[config.mk]
export PLATFORM = sky130hd
export DESIGN_NAME = mdio_cmd_master
export DESIGN_NICKNAME = d
export VERILOG_FILES = /design/src/rtl/mdio_cmd_pkg.sv /design/src/rtl/mdio_mdc_gen.sv /design/src/rtl/mdio_frame_shift.sv /design/src/rtl/mdio_cmd_master.sv
export SDC_FILE = /design/constraint.sdc
export NUM_CORES = 1
export LEC_CHECK = 0
export CAP_MARGIN = 15
export CORE_UTILIZATION = 35
export DETAILED_ROUTE_END_ITERATION = 10
export MAX_ROUTING_LAYER = met4
export SLEW_MARGIN = 15
export SYNTH_ARGS = -nofsm -noshare
export SYNTH_HDL_FRONTEND = slang
export SYNTH_SLANG_ARGS = --single-unit
[constraint.sdc]
create_clock -name clk_i -period 1.6 [get_ports clk_i]
set_input_delay 0.16 -clock clk_i [delete_from_list [all_inputs] [get_ports clk_i]]
set_output_delay 0.16 -clock clk_i [all_outputs]
set_load 0.01 [all_outputs]
[src/rtl/mdio_cmd_pkg.sv]
package mdio_cmd_pkg;
  localparam int FRAME_BITS = 64;
  localparam int TA_BIT     = 46;
  localparam int DATA_BIT   = 48;

  typedef struct packed {
    logic        busy;
    logic        en;
    logic [1:0]  rsv_hi;
    logic        rd;
    logic        rsv_lo;
    logic [4:0]  phy;
    logic [4:0]  ra;
    logic [15:0] data;
  } ctrl_t;

  function automatic logic [FRAME_BITS-1:0] build_frame(
    input logic rd, input logic [4:0] phy, input logic [4:0] ra, input logic [15:0] wd);
    return {32'hFFFF_FFFF, 2'b01, (rd ? 2'b10 : 2'b01), phy, ra,
            (rd ? 2'b11 : 2'b10), wd};
  endfunction
endpackage

[src/rtl/mdio_mdc_gen.sv]
module mdio_mdc_gen #(
  parameter int CLK_DIV = 4
) (
  input  logic clk_i,
  input  logic rst_ni,
  input  logic run_i,
  output logic mdc_o,
  output logic smp_o,
  output logic bit_end_o
);
  localparam int CNT_W = (CLK_DIV > 2) ? $clog2(CLK_DIV) : 1;
  localparam logic [CNT_W-1:0] HALF_C = CNT_W'(CLK_DIV / 2);
  localparam logic [CNT_W-1:0] LAST_C = CNT_W'(CLK_DIV - 1);

  logic [CNT_W-1:0] cnt_q;

  always_ff @(posedge clk_i or negedge rst_ni) begin
    if (!rst_ni)                          cnt_q <= '0;
    else if (!run_i || cnt_q == LAST_C)   cnt_q <= '0;
    else                                  cnt_q <= cnt_q + 1'b1;
  end

  assign mdc_o     = run_i && (cnt_q >= HALF_C);
  assign smp_o     = run_i && (cnt_q == HALF_C);
  assign bit_end_o = run_i && (cnt_q == LAST_C);


  mdc_low_start_chk: assert property (@(posedge clk_i) disable iff (!rst_ni)
    $rose(run_i) |-> !mdc_o);

  mdc_fall_chk: assert property (@(posedge clk_i) disable iff (!rst_ni)
    bit_end_o |=> !mdc_o);
endmodule

[src/rtl/mdio_frame_shift.sv]
module mdio_frame_shift
  import mdio_cmd_pkg::*;
(
  input  logic        clk_i,
  input  logic        rst_ni,
  input  logic        start_i,
  input  logic        rd_i,
  input  logic [4:0]  phy_i,
  input  logic [4:0]  ra_i,
  input  logic [15:0] wd_i,
  input  logic        smp_i,
  input  logic        bit_end_i,
  input  logic        mdio_i,
  output logic        active_o,
  output logic        done_o,
  output logic        mdio_o,
  output logic        oe_o,
  output logic [15:0] rdata_o
);
  localparam logic [5:0] LAST_IDX = 6'(FRAME_BITS - 1);

  logic                  active_q, rd_q;
  logic [5:0]            idx_q;
  logic [FRAME_BITS-1:0] sh_q;
  logic [15:0]           rdata_q;

  always_ff @(posedge clk_i or negedge rst_ni) begin
    if (!rst_ni) begin
      active_q <= 1'b0;
      rd_q     <= 1'b0;
      idx_q    <= '0;
      sh_q     <= '0;
      rdata_q  <= '0;
    end else if (start_i) begin
      active_q <= 1'b1;
      rd_q     <= rd_i;
      idx_q    <= '0;
      sh_q     <= build_frame(rd_i, phy_i, ra_i, wd_i);
    end else if (active_q) begin
      if (smp_i && rd_q && idx_q >= 6'(DATA_BIT))
        rdata_q <= {rdata_q[14:0], mdio_i};
      if (bit_end_i) begin
        if (idx_q == LAST_IDX) active_q <= 1'b0;
        else                   idx_q    <= idx_q + 1'b1;
        sh_q <= {sh_q[FRAME_BITS-2:0], 1'b0};
      end
    end
  end

  assign active_o = active_q;
  assign done_o   = active_q && bit_end_i && (idx_q == LAST_IDX);
  assign oe_o     = active_q && !(rd_q && idx_q >= 6'(TA_BIT));
  assign mdio_o   = active_q && sh_q[FRAME_BITS-1];
  assign rdata_o  = rdata_q;


  no_restart_chk: assert property (@(posedge clk_i) disable iff (!rst_ni)
    start_i |-> !active_q);

  rd_release_chk: assert property (@(posedge clk_i) disable iff (!rst_ni)
    (smp_i && rd_q && idx_q >= 6'(DATA_BIT)) |-> !oe_o);
endmodule

[src/rtl/mdio_cmd_master.sv]
module mdio_cmd_master
  import mdio_cmd_pkg::*;
#(
  parameter int CLK_DIV = 4,
  parameter int NUM_PHY = 5
) (
  input  logic        clk_i,
  input  logic        rst_ni,
  input  logic        wr_en_i,
  input  logic [31:0] wr_data_i,
  output logic [31:0] ctrl_o,
  output logic        mdc_o,
  output logic        mdio_o,
  output logic        mdio_oe_o,
  input  logic        mdio_i
);
  localparam logic [5:0] PHY_LIM = 6'(NUM_PHY);

  ctrl_t       wcmd, rd_back;
  logic        busy, done, smp, bit_end, accept, go, phy_ok, start;
  logic        en_q, rd_q;
  logic [4:0]  phy_q, ra_q;
  logic [15:0] data_q, rdata;
  logic        unused_bits;

  assign wcmd        = ctrl_t'(wr_data_i);
  assign unused_bits = ^{wcmd.rsv_hi, wcmd.rsv_lo};
  assign go          = wcmd.busy && wcmd.en;
  assign phy_ok      = {1'b0, wcmd.phy} < PHY_LIM;
  assign accept      = wr_en_i && !busy;
  assign start       = accept && go && phy_ok;

  always_ff @(posedge clk_i or negedge rst_ni) begin
    if (!rst_ni) begin
      en_q <= 1'b0; rd_q <= 1'b0; phy_q <= '0; ra_q <= '0; data_q <= '0;
    end else if (accept) begin
      en_q   <= wcmd.en;
      rd_q   <= wcmd.rd;
      phy_q  <= wcmd.phy;
      ra_q   <= wcmd.ra;
      data_q <= (go && !phy_ok && wcmd.rd) ? 16'hFFFF : wcmd.data;
    end else if (done && rd_q) begin
      data_q <= rdata;
    end
  end

  always_comb begin
    rd_back        = '0;
    rd_back.busy   = busy;
    rd_back.en     = en_q;
    rd_back.rd     = rd_q;
    rd_back.phy    = phy_q;
    rd_back.ra     = ra_q;
    rd_back.data   = data_q;
  end
  assign ctrl_o = rd_back;

  mdio_mdc_gen #(.CLK_DIV(CLK_DIV)) u_mdc (
    .clk_i, .rst_ni, .run_i(busy), .mdc_o, .smp_o(smp), .bit_end_o(bit_end)
  );

  mdio_frame_shift u_shift (
    .clk_i, .rst_ni, .start_i(start), .rd_i(wcmd.rd), .phy_i(wcmd.phy),
    .ra_i(wcmd.ra), .wd_i(wcmd.data), .smp_i(smp), .bit_end_i(bit_end),
    .mdio_i, .active_o(busy), .done_o(done), .mdio_o, .oe_o(mdio_oe_o),
    .rdata_o(rdata)
  );


  mdc_idle_chk: assert property (@(posedge clk_i) disable iff (!rst_ni)
    !busy |-> !mdc_o);

  oe_idle_chk: assert property (@(posedge clk_i) disable iff (!rst_ni)
    !busy |-> !mdio_oe_o);

  ignore_busy_chk: assert property (@(posedge clk_i) disable iff (!rst_ni)
    (busy && wr_en_i) |=> $stable(ctrl_o[30:16]));

  bad_phy_chk: assert property (@(posedge clk_i) disable iff (!rst_ni)
    (accept && go && !phy_ok) |=> !ctrl_o[31]);
endmodule

# Word-level counts from Yosys, hierarchy flattened
# Cells that the tools add are included.
[word_totals]
output_inout_bits = 35
regBits = 118
wordCells = 66
[op_classes]
mux = 17
n_eq_ne = 4
add_sub_neg = 2
n_lt_le_gt_ge = 4
n_reduce_logical = 27
bitwise_logic = 1
[op_table]
columns = ["operator", "n"]
rows = [
  ["two-way mux 64 bit", 3],
  ["two-way mux 16 bit", 3],
  ["two-way mux 6 bit", 4],
  ["logical AND 1 bit", 17],
  ["greater-or-equal comparator 6 bit (second input constant)", 2],
  ["adder 6 x 1 -> 6 bit (second input constant)", 1],
  ["== test 6 bit (second input constant)", 1],
  ["AND reduction 3 bit", 2],
  ["nonzero test 2 bit", 3],
  ["less-than comparator 5 x 3 -> 1 bit (second input constant)", 1],
  ["two-way mux 1 bit", 5],
  ["== test 2 bit (second input constant)", 2],
  ["two-way mux 2 bit", 2],
  ["logical NOT 1 bit", 3],
  ["adder 2 x 1 -> 2 bit (second input constant)", 1],
  ["greater-or-equal comparator 2 bit (second input constant)", 1],
  ["inequality test 2 bit (second input constant)", 1],
  ["AND reduction 2 bit", 1],
  ["logical OR 1 bit", 1],
  ["inverter 1 bit", 1],
]

# Depth between registers and ports, before layout
# Gate-level depths: netlist of run 1.
[depth]
word_depth = 7
depth_mapped = 7

# By module
# A second synthesis of run 1 with hierarchy kept.
[unflattened]
cells_unflattened = 546
area_unflattened_um2 = 5322.6
[by_module_without_submodules]
columns = ["module", "cells_each", "area_each_um2", "n_inst"]
rows = [
  ["mdio_frame_shift", 363, 3704.8, 1],
  ["mdio_cmd_master", 173, 1492.7, 1],
  ["mdio_mdc_gen", 10, 125.1, 1],
]

# Worst setup path after synthesis of run 1
# OpenSTA, ideal clock, no wires.
[synth_path]
path_kind = "register to register"
from = "register u_shift.idx_q[0]"
to = "register data_q[10]"
setup_slack_ns = 0.010
arrival_time_ns = 1.463
stages_incl_launch_ff = 8
setup_ns = 0.127
synth_period_minus_slack_ns = 1.590
t_required_ns = 1.473
cell_sequence = "dfrtp_1 ha_1 nand3_1 nor2_1 a41o_1 buf_4 buf_6 mux2i_1"
[synth_via]
elab_chain_cells = 4
[synth_rtl]
columns = ["element", "line_no", "text"]
rows = [
  ["start, declared", "mdio_frame_shift.sv:23", "logic [5:0] idx_q;"],
  ["start signal, assigned", "mdio_frame_shift.sv:44", "else idx_q <= idx_q + 1'b1;"],
  ["== test 6 bit", "mdio_frame_shift.sv:51", "assign done_o = active_q && bit_end_i && (idx_q == LAST_IDX);"],
  ["logical AND 1 bit", "mdio_frame_shift.sv:51", ""],
  ["logical AND 1 bit", "mdio_cmd_master.sv:42", "end else if (done && rd_q) begin"],
  ["nonzero test 2 bit (no line)", "--", ""],
  ["end signal, assigned", "mdio_cmd_master.sv:41", "data_q <= (go && !phy_ok && wcmd.rd) ? 16'hFFFF : wcmd.data;"],
  ["end signal, assigned", "mdio_cmd_master.sv:43", "data_q <= rdata;"],
  ["end, declared", "mdio_cmd_master.sv:23", "logic [15:0] data_q, rdata;"],
]
# No other way between the ends.
# A chain may end at the register's enable or synchronous reset.

# Worst setup path after layout of run 1
[layout_path]
from = "register u_shift.idx_q[0]"
to = "output mdio_oe_o"
[layout_via]
elab_chain_cells = 4
[layout_rtl]
columns = ["element", "line_no", "text"]
rows = [
  ["greater-or-equal comparator 6 bit", "mdio_frame_shift.sv:52", "assign oe_o = active_q && !(rd_q && idx_q >= 6'(TA_BIT));"],
  ["logical AND 1 bit", "mdio_frame_shift.sv:52", ""],
  ["logical NOT 1 bit", "mdio_frame_shift.sv:52", ""],
  ["logical AND 1 bit", "mdio_frame_shift.sv:52", ""],
  ["end, declared", "mdio_cmd_master.sv:14", "output logic mdio_oe_o,"],
]
# No other way between the ends.

==> results of run 1 <==
-- how the worst min path moves through the flow --
stage	start	end	slack, ps	cells after the start
finish	rst_ni	u_mdc.cnt_q[0]$_DFF_PN0_	260	2
global route	rst_ni	u_mdc.cnt_q[0]$_DFF_PN0_	320	2
CTS	rst_ni	u_mdc.cnt_q[1]$_DFF_PN0_	280	2
detailed placement	rst_ni	u_mdc.cnt_q[1]$_DFF_PN0_	160	1
global placement	rst_ni	u_shift.rdata_o[0]$_DFFE_PN0P_	150	1
floorplan	rst_ni	data_q[0]$_DFFE_PN0P_	-140	0
-- power groups by stage --
stage	clock network [mW]	registers, mW	logic (mW)
2_1_floorplan	0	4.88	1.75
3_3_place_gp	0	4.86	3.09
3_5_place_dp	0	4.90	3.21
4_1_cts	3.57	4.87	3.29
5_1_grt	3.73	5.14	3.99
6_report	3.51	5.00	3.61
-- cells in the final DEF (no fill, tap or decap), drive strengths merged, types with 4 or more instances in the layout --
cell and n:
nand2 137, dfrtp 118, clkdlybuf4s50 59, buf 43, nand3 39, clkbuf 31, mux2 28, a22oi 24
mux2i 19, inv 18, o22ai 16, nor2 7, a21oi 4, a31oi 4, ha 4
-- layout make-up --
class	instances	share of cell area
clock buffer	26	0.0701
clock inverter	4	0.00633
inverter	18	0.00949
multi-input combinational	310	0.294
sequential	118	0.415
tap	180	0.0316
timing repair buffer	110	0.173
-- kinds of logic (layout without fill, tap and decap cells) --
kind of cell	after synthesis	count (layout)	synth area share
flip-flops	118	118	0.584
XOR/XNOR	1	1	0.00173
adder cells (fa/ha/maj)	4	4	0.00989
multiplexers	47	47	0.0999
AO/OA/AOI/OAI	59	59	0.0806
other	1	3	0.000741
AND/OR/NAND/NOR	196	196	0.166
buffers and inverters	54	158	0.0576
-- metrics by stage --
step                      utilization  power (mW)  cells  area [µm²]  hold slack (ps)
after global routing            0.509        12.9    766        7120              319
after global placement          0.434        7.95    723        6080              152
final                           0.509        12.1    766        7120              262
after CTS                       0.478        11.7    756        6680              279
after floorplan                     -        6.63    482        5070             -136
after detailed placement        0.434        8.10    723        6080              158
-- critical path: stages, from the launching register on --
cell and delay (ps):
sky130_fd_sc_hd__dfrtp_1 340, sky130_fd_sc_hd__inv_1 50, sky130_fd_sc_hd__ha_2 160, sky130_fd_sc_hd__or2_4 230, sky130_fd_sc_hd__a31oi_4 150, sky130_fd_sc_hd__o21a_1 110
sky130_fd_sc_hd__buf_2 120
-- per-layer routing --
layer | global-route usage | wire length (µm)
met1 | 0.213 | 5600
met2 | 0.253 | 5910
met3 | 0.0432 | 493
met4 | 0.0808 | 218
met5 | - | 0
-- flip-flops by register name, summed over array words and instances (netlist names) --
register / flops
u_shift.rd_q: 1
u_shift.rdata_o: 16
u_shift.sh_q: 64
u_mdc.cnt_q: 2
phy_q: 5
data_q: 16
u_shift.active_o: 1
rd_q: 1
en_q: 1
ra_q: 5
u_shift.idx_q: 6
-- what timing repair did --
| item | 4_1_cts | 5_1_grt |
|---|---|---|
| pin swaps | 6 | 47 |
| hold buffers | 1 | 0 |
| hold endpoints to repair | 31 | 0 |
| resized for setup | 15 | 66 |
| endpoints found under the setup margin | 23 | 68 |
| buffers inserted | 1 | 3 |
| cloned | 1 | 7 |
==> summary.txt, run 1 <==
Finish
  • Antenna Cells: 0
  • Sequential cell area: 2950 µm²
  • Layout Area Growth over Synthesis: 40.7%
  • Final layout net count: 615
  • Layout fillers: 1216
  • Fraction of final layout cells with drive strength greater than 1: 0.266
  • Area of the multi-input gates: 2090 µm²

Floorplan
  • Number of core rows: 43
  • Core area: 14000 µm²
  • Die Area: 14900 µm²
  • I/O pin count: 71
  • Horizontal die dimension: 122 µm
  • Starting density of the core: 0.362
  • Y dimension of the die: 122 µm

Run status
  • Failing checks: negative setup slack
  • Outcome: complete, but fails checks

Drt
  • Routed length per placed instance: 16.0 µm
  • Drt first pass iters: 4
  • First-iteration detailed-routing DRC count: 219
  • Count of nets left with antenna violations after detail routing: 0
  • Post-detailed-route DRC marker count: 0
  • Routed wire length: 12.2 mm
  • Via count normalized by instance count: 4.99
  • Routed vias: 3823

Yosys
  • Primary flip-flop cell chosen by synthesis mapping: sky130_fd_sc_hd__dfrtp_1
  • Post-Synthesis Mean Instance Area: 10.5 µm²
  • Fraction of registers with async set/reset: 1.00
  • Dominant cells by area after synthesis: sky130_fd_sc_hd__dfrtp_1 58%, sky130_fd_sc_hd__nand2_1 10%, sky130_fd_sc_hd__mux2_2 5.8%, sky130_fd_sc_hd__nand3_1 3.9%, sky130_fd_sc_hd__mux2i_1 3.8%
  • Synth top area share: 0.584
  • Distinct cell type count of the synthesized netlist: 39
  • Flops & latches, synth: 118
  • Synthesized area: 5060 µm²
  • Most frequent cell after synthesis: sky130_fd_sc_hd__nand2_1
  • Number of enable flip-flop cells after synthesis: 0
  • Number of instances in the synthesized netlist: 480
  • Number of warning messages in the yosys log: 0
  • Cell taking the most area after synthesis: sky130_fd_sc_hd__dfrtp_1
  • Post-synth top cells: 136 x sky130_fd_sc_hd__nand2_1, 118 x sky130_fd_sc_hd__dfrtp_1, 39 x sky130_fd_sc_hd__nand3_1
  • Sequential element share of the synthesized area: 0.584

Setup path
  • Origin of the critical flop-to-flop path: u_mdc.cnt_q[0]$_DFF_PN0_
  • Type of origin of the critical path: register
  • Worst Setup SP: u_shift.idx_q[0]$_DFFE_PN0P_
  • Data arrival time of the critical path: 1570 ps
  • Depth of the worst register-to-register path: 5
  • R2R Setup Slk: -90 ps
  • Setup crit end kind: primary output
  • Setup crit end: mdio_oe_o
  • Critical Path Fanout Max: 2
  • Crit Path Class: register to primary output
  • Worst reg2reg path endpoint: u_shift.idx_q[5]$_DFFE_PN0P_
  • Data required time at the worst endpoint: 1440 ps

Global route
  • Via count of the first global-routing pass: 3724
  • Largest net degree at the start of global routing: 49
  • Initial antenna violation count: 0
  • Total gr overflow: 0
  • First-pass GRT wire length: 18.6 mm
  • Overall fraction of global-route tracks in use: 0.169

Power and ir drop
  • Cell Pwr Density: 1700 nW/µm²
  • Net switching share of the total power: 0.308
  • Clock group share of total power: 0.290
  • Pleak: 3.25 nW
  • Maximum vdd ir drop: 750 µV
  • Internal power consumption: 8.38 mW
  • Combinational share of power: 0.298
  • Flop pwr share: 0.413
  • Sw power: 3.73 mW

Clock tree
  • Number of buffers created by CTS: 17
  • Number of buffers on the longest clock path: 2
  • Clock H-tree levels: 4
  • Clock transition at the registers of the reported paths: 50 ps
  • CTS tree: built
  • TritonCTS sink count: 118
  • Later-pin clock latency in the skew report: 410 ps
  • Clock root cell: sky130_fd_sc_hd__clkbuf_16

Place
  • Placement Setup Slack: -248 ps
  • Final GP Congestion: 0.754
  • Port Buf Inserts: 64
  • HPWL after DPL: 7.40 mm

Timing
  • Min Clock Period, post-route: 1730 ps
  • Unrepaired setup endpoints after global routing: true
  • Worst-case setup margin in the final layout: -133 ps
  • Post-route clock skew: 4.94 ps
  • Setup-failing EPs final: 41
  • Max Clk Rate: 0.577 GHz
  • Period Utilization, post-route: 1.08
  • Number of pins with negative max-slew slack in the final report: 0
  • Hold Violations, Final: 0
  • Setup TNS: -1800 ps

Hold path
  • Type of the worst min-delay path: input port to asynchronous set/reset pin

Job
  • Max_cap viols: 0
(Power assumes the default switching activity.)
==> inputs of run 2 (changes only) <==
ABC_AREA = 1   (was default)
SETUP_SLACK_MARGIN = 0.4   (was default)
==> run 2 against run 1 <==
Compared with the run above: the flow still finishes with violations (negative setup slack); critical path type unchanged; largest power group is now clock; clock-buffer cell count decreased by 5; highest routed layer unchanged; sequential power shrank 40%; sequential cell count unchanged.
==> summary.txt, run 2 <==
Job
  • Max_cap viols: 0 (unchanged)

Yosys
  • Primary flip-flop cell chosen by synthesis mapping: sky130_fd_sc_hd__dfrtp_1 (unchanged)
  • Number of warning messages in the yosys log: 0 (unchanged)
  • Distinct cell type count of the synthesized netlist: 28 (was 39)
  • Number of enable flip-flop cells after synthesis: 0 (unchanged)
  • Synthesized area: 5380 µm² (was 5060 µm²)
  • Cell taking the most area after synthesis: sky130_fd_sc_hd__dfrtp_1 (unchanged)
  • Sequential element share of the synthesized area: 0.548 (was 0.584)
  • Most frequent cell after synthesis: sky130_fd_sc_hd__nand2_1 (unchanged)
  • Flops & latches, synth: 118 (unchanged)
  • Dominant cells by area after synthesis: sky130_fd_sc_hd__dfrtp_1 55%, sky130_fd_sc_hd__nand2_1 14%, sky130_fd_sc_hd__nand3_1 9.0%, sky130_fd_sc_hd__o21ai_0 3.6%, sky130_fd_sc_hd__nand4_1 3.3% (was sky130_fd_sc_hd__dfrtp_1 58%, sky130_fd_sc_hd__nand2_1 10%, sky130_fd_sc_hd__mux2_2 5.8%, sky130_fd_sc_hd__nand3_1 3.9%, sky130_fd_sc_hd__mux2i_1 3.8%)
  • Fraction of registers with async set/reset: 1.00 (unchanged)
  • Post-synth top cells: 201 x sky130_fd_sc_hd__nand2_1, 118 x sky130_fd_sc_hd__dfrtp_1, 97 x sky130_fd_sc_hd__nand3_1 (was 136 x sky130_fd_sc_hd__nand2_1, 118 x sky130_fd_sc_hd__dfrtp_1, 39 x sky130_fd_sc_hd__nand3_1)
  • Synth top area share: 0.548 (was 0.584)
  • Number of instances in the synthesized netlist: 631 (was 480)
  • Post-Synthesis Mean Instance Area: 8.53 µm² (was 10.5 µm²)

Floorplan
  • Y dimension of the die: 126 µm (was 122 µm)
  • Horizontal die dimension: 126 µm (was 122 µm)
  • I/O pin count: 71 (unchanged)
  • Starting density of the core: 0.365 (was 0.362)
  • Core area: 14800 µm² (was 14000 µm²)
  • Die Area: 15900 µm² (was 14900 µm²)
  • Number of core rows: 44 (was 43)

Finish
  • Final layout net count: 818 (was 615)
  • Sequential cell area: 2950 µm² (about the same)
  • Max FFs per register: 64 (unchanged)
  • Layout Area Growth over Synthesis: 70.7% (was 40.7%)
  • Cell Count, Final, Fillers Out: 975 (was 766)
  • Most flop-heavy register: u_shift.sh_q (unchanged)
  • Antenna Cells: 0 (unchanged)
  • Layout fillers: 1135 (was 1216)
  • Commonest cells after routing, fill and taps aside: 130 x sky130_fd_sc_hd__nand2_1, 117 x sky130_fd_sc_hd__dfrtp_1, 57 x sky130_fd_sc_hd__nand3_2, 36 x sky130_fd_sc_hd__inv_1 (was 118 x sky130_fd_sc_hd__dfrtp_1, 110 x sky130_fd_sc_hd__nand2_1, 59 x sky130_fd_sc_hd__clkdlybuf4s50_1, 38 x sky130_fd_sc_hd__nand3_1, 26 x sky130_fd_sc_hd__mux2_2)
  • Design area: 9190 µm² (was 7120 µm²)
  • Fraction of final layout cells with drive strength greater than 1: 0.458 (was 0.266)
  • Area of the multi-input gates: 3120 µm² (was 2090 µm²)
  • Most common cell after layout, fill and taps aside: sky130_fd_sc_hd__nand2_1 (was sky130_fd_sc_hd__dfrtp_1)

Timing
  • Worst-case setup margin in the final layout: -57.0 ps (was -133 ps)
  • Unrepaired setup endpoints after global routing: true (unchanged)
  • Number of pins with negative max-slew slack in the final report: 0 (unchanged)
  • Slew at the pin with the worst max-slew slack: 540 ps
  • Setup-failing EPs final: 6 (was 41)
  • Max Clk Rate: 0.604 GHz (was 0.577 GHz)
  • Post-route clock skew: 8.47 ps (was 4.94 ps)
  • Relative max-transition margin: 0.640
  • Period Utilization, post-route: 1.04 (was 1.08)
  • Hold Violations, Final: 0 (unchanged)
  • Min Clock Period, post-route: 1660 ps (was 1730 ps)

Power and ir drop
  • Pleak: 4.22 nW (was 3.25 nW)
  • Overall power after layout: 7.37 mW (was 12.1 mW)
  • Maximum vdd ir drop: 787 µV (was 750 µV)
  • Cell Pwr Density: 802 nW/µm² (was 1700 nW/µm²)

Clock tree
  • TritonCTS sink count: 118 (unchanged)
  • Later-pin clock latency in the skew report: 430 ps (was 410 ps)
  • Clock root cell: sky130_fd_sc_hd__clkbuf_16 (unchanged)
  • Clock H-tree levels: 4 (unchanged)
  • CTS tree: built (unchanged)
  • Clock transition at the registers of the reported paths: 60 ps (was 50 ps)
  • Number of buffers created by CTS: 17 (unchanged)
  • Number of buffers on the longest clock path: 2 (unchanged)

Drt
  • Via count normalized by instance count: 5.32 (was 4.99)
  • Drt first pass iters: 6 (was 4)
  • First-iteration detailed-routing DRC count: 333 (was 219)
  • Routed wire length: 17.9 mm (was 12.2 mm)
  • Post-detailed-route DRC marker count: 0 (unchanged)
  • Routed vias: 5191 (was 3823)
  • Count of nets left with antenna violations after detail routing: 0 (unchanged)
  • Routed length per placed instance: 18.4 µm (was 16.0 µm)

Setup path
  • Worst reg2reg path endpoint: data_q[3]$_DFFE_PN0P_ (was u_shift.idx_q[5]$_DFFE_PN0P_)
  • Origin of the critical flop-to-flop path: u_shift.idx_q[0]$_DFFE_PN0P_ (was u_mdc.cnt_q[0]$_DFF_PN0_)
  • R2R Setup Slk: -20 ps (was -90 ps)
  • Worst Setup SP: u_shift.idx_q[0]$_DFFE_PN0P_ (unchanged)
  • Type of origin of the critical path: register (unchanged)
  • Data required time at the worst endpoint: 1440 ps (about the same)
  • Data arrival time of the critical path: 1500 ps (was 1570 ps)
  • Critical Path Fanout Max: 2 (unchanged)
  • Setup crit end kind: primary output (unchanged)
  • Depth of the worst register-to-register path: 10 (was 5)
  • Crit Path Class: register to primary output (unchanged)

Run status
  • Failing checks: negative setup slack (unchanged)
  • Outcome: complete, but fails checks (unchanged)

Global route
  • Overall fraction of global-route tracks in use: 0.230 (was 0.169)
  • First-pass GRT wire length: 27.3 mm (was 18.6 mm)
  • Via count of the first global-routing pass: 5351 (was 3724)
  • Total gr overflow: 0 (unchanged)
  • Largest net degree at the start of global routing: 46 (was 49)
  • Initial antenna violation count: 0 (unchanged)

Place
  • Cells after DPL: 874 (was 723)
  • Post-place instance area: 6640 µm² (was 6080 µm²)
  • Final GP Congestion: 0.824 (was 0.754)
  • HPWL after DPL: 8.70 mm (was 7.40 mm)
  • Port Buf Inserts: 64 (unchanged)

Hold path
  • Type of the worst min-delay path: input port to asynchronous set/reset pin (unchanged)
## run 2: cell types whose count changed after synthesis, moves of 8 or more
| cell | change |
|---|---|
| sky130_fd_sc_hd__nand3_1 | +58 |
| sky130_fd_sc_hd__nor2_1 | +16 |
| sky130_fd_sc_hd__inv_1 | +26 |
| sky130_fd_sc_hd__buf_1 | +8 |
| sky130_fd_sc_hd__nand2_1 | +65 |
| sky130_fd_sc_hd__a22oi_1 | -23 |
| sky130_fd_sc_hd__mux2i_1 | -19 |
| sky130_fd_sc_hd__nand4_1 | +27 |
| sky130_fd_sc_hd__o21ai_0 | +37 |
| sky130_fd_sc_hd__o22ai_1 | -15 |
| sky130_fd_sc_hd__mux2_2 | -15 |
## run 2: worst max path at each step
stage	to	slack, ps	cells past startpoint
2_1_floorplan	data_q[5]$_DFFE_PN0P_	200	8
3_3_place_gp	mdio_oe_o	-90	6
3_5_place_dp	mdio_oe_o	-70	6
4_1_cts	mdio_oe_o	-80	5
5_1_grt	mdio_oe_o	-130	6
6_report	mdio_oe_o	-60	6
## run 2: worst max-delay path, cell delays in order (launching register included)
cell                      delay [ps]
sky130_fd_sc_hd__dfrtp_1         360
sky130_fd_sc_hd__inv_2            40
sky130_fd_sc_hd__ha_2            160
sky130_fd_sc_hd__nor2_1           80
sky130_fd_sc_hd__o21ai_1          70
sky130_fd_sc_hd__a31oi_1         190
sky130_fd_sc_hd__buf_2           180
## run 2: cell families after synthesis
group           count (synthesis)  share of synthesized area
compound gates                 47                     0.0481
xor+xnor                        2                    0.00325
fa+ha+maj                       4                    0.00930
buf+inv                        90                     0.0727
flops                         118                      0.548
mux                            11                     0.0230
other cells                     1                   0.000697
simple gates                  358                      0.294
## run 2: area by class of cell
cell class / instances / area share
Timing Repair Buffer: 168 / 0.224
Multi-Input combinational cell: 427 / 0.339
Sequential cell: 118 / 0.321
Inverter: 46 / 0.0210
Tap cell: 184 / 0.0251
Clock inverter: 11 / 0.0188
Clock buffer: 21 / 0.0501
## run 2: routing by layer
metal	part of all wire	GRT usage	wire, µm	up-vias
met5	0	-	0	-
met4	0.025	0.0943	452	0
met3	0.038	0.0484	673	35
met2	0.51	0.377	9170	127
met1	0.42	0.277	7600	2643
li1	-	-	-	2386
## run 2: repair_timing
item / 4_1_cts / 5_1_grt
cloned: 21 / 3
endpoints found under the setup margin: 146 / 126
pin swaps: 40 / 42
hold buffers: 1 / 0
buffers inserted: 29 / 15
resized for setup: 295 / 146
hold endpoints to repair: 34 / 0
## run 2: per-stage QoR
stage               TNS (ps)  setup slack (ps)  hold slack (ps)  utilization
floorplan                  0               201             -136            -
global placement       -94.1             -93.4              168        0.450
detailed placement      -264             -65.2              177        0.450
CTS                     -772             -81.7              280        0.576
global route           -1920              -126              300        0.623
finish                  -156             -57.0              259        0.623
## run 2: power breakdown
group | switching (mW) | total, mW | internal, mW
logic | 0.149 | 0.256 | 0.107
clock network | 1.43 | 4.12 | 2.69
registers | 0.000307 | 2.99 | 2.99
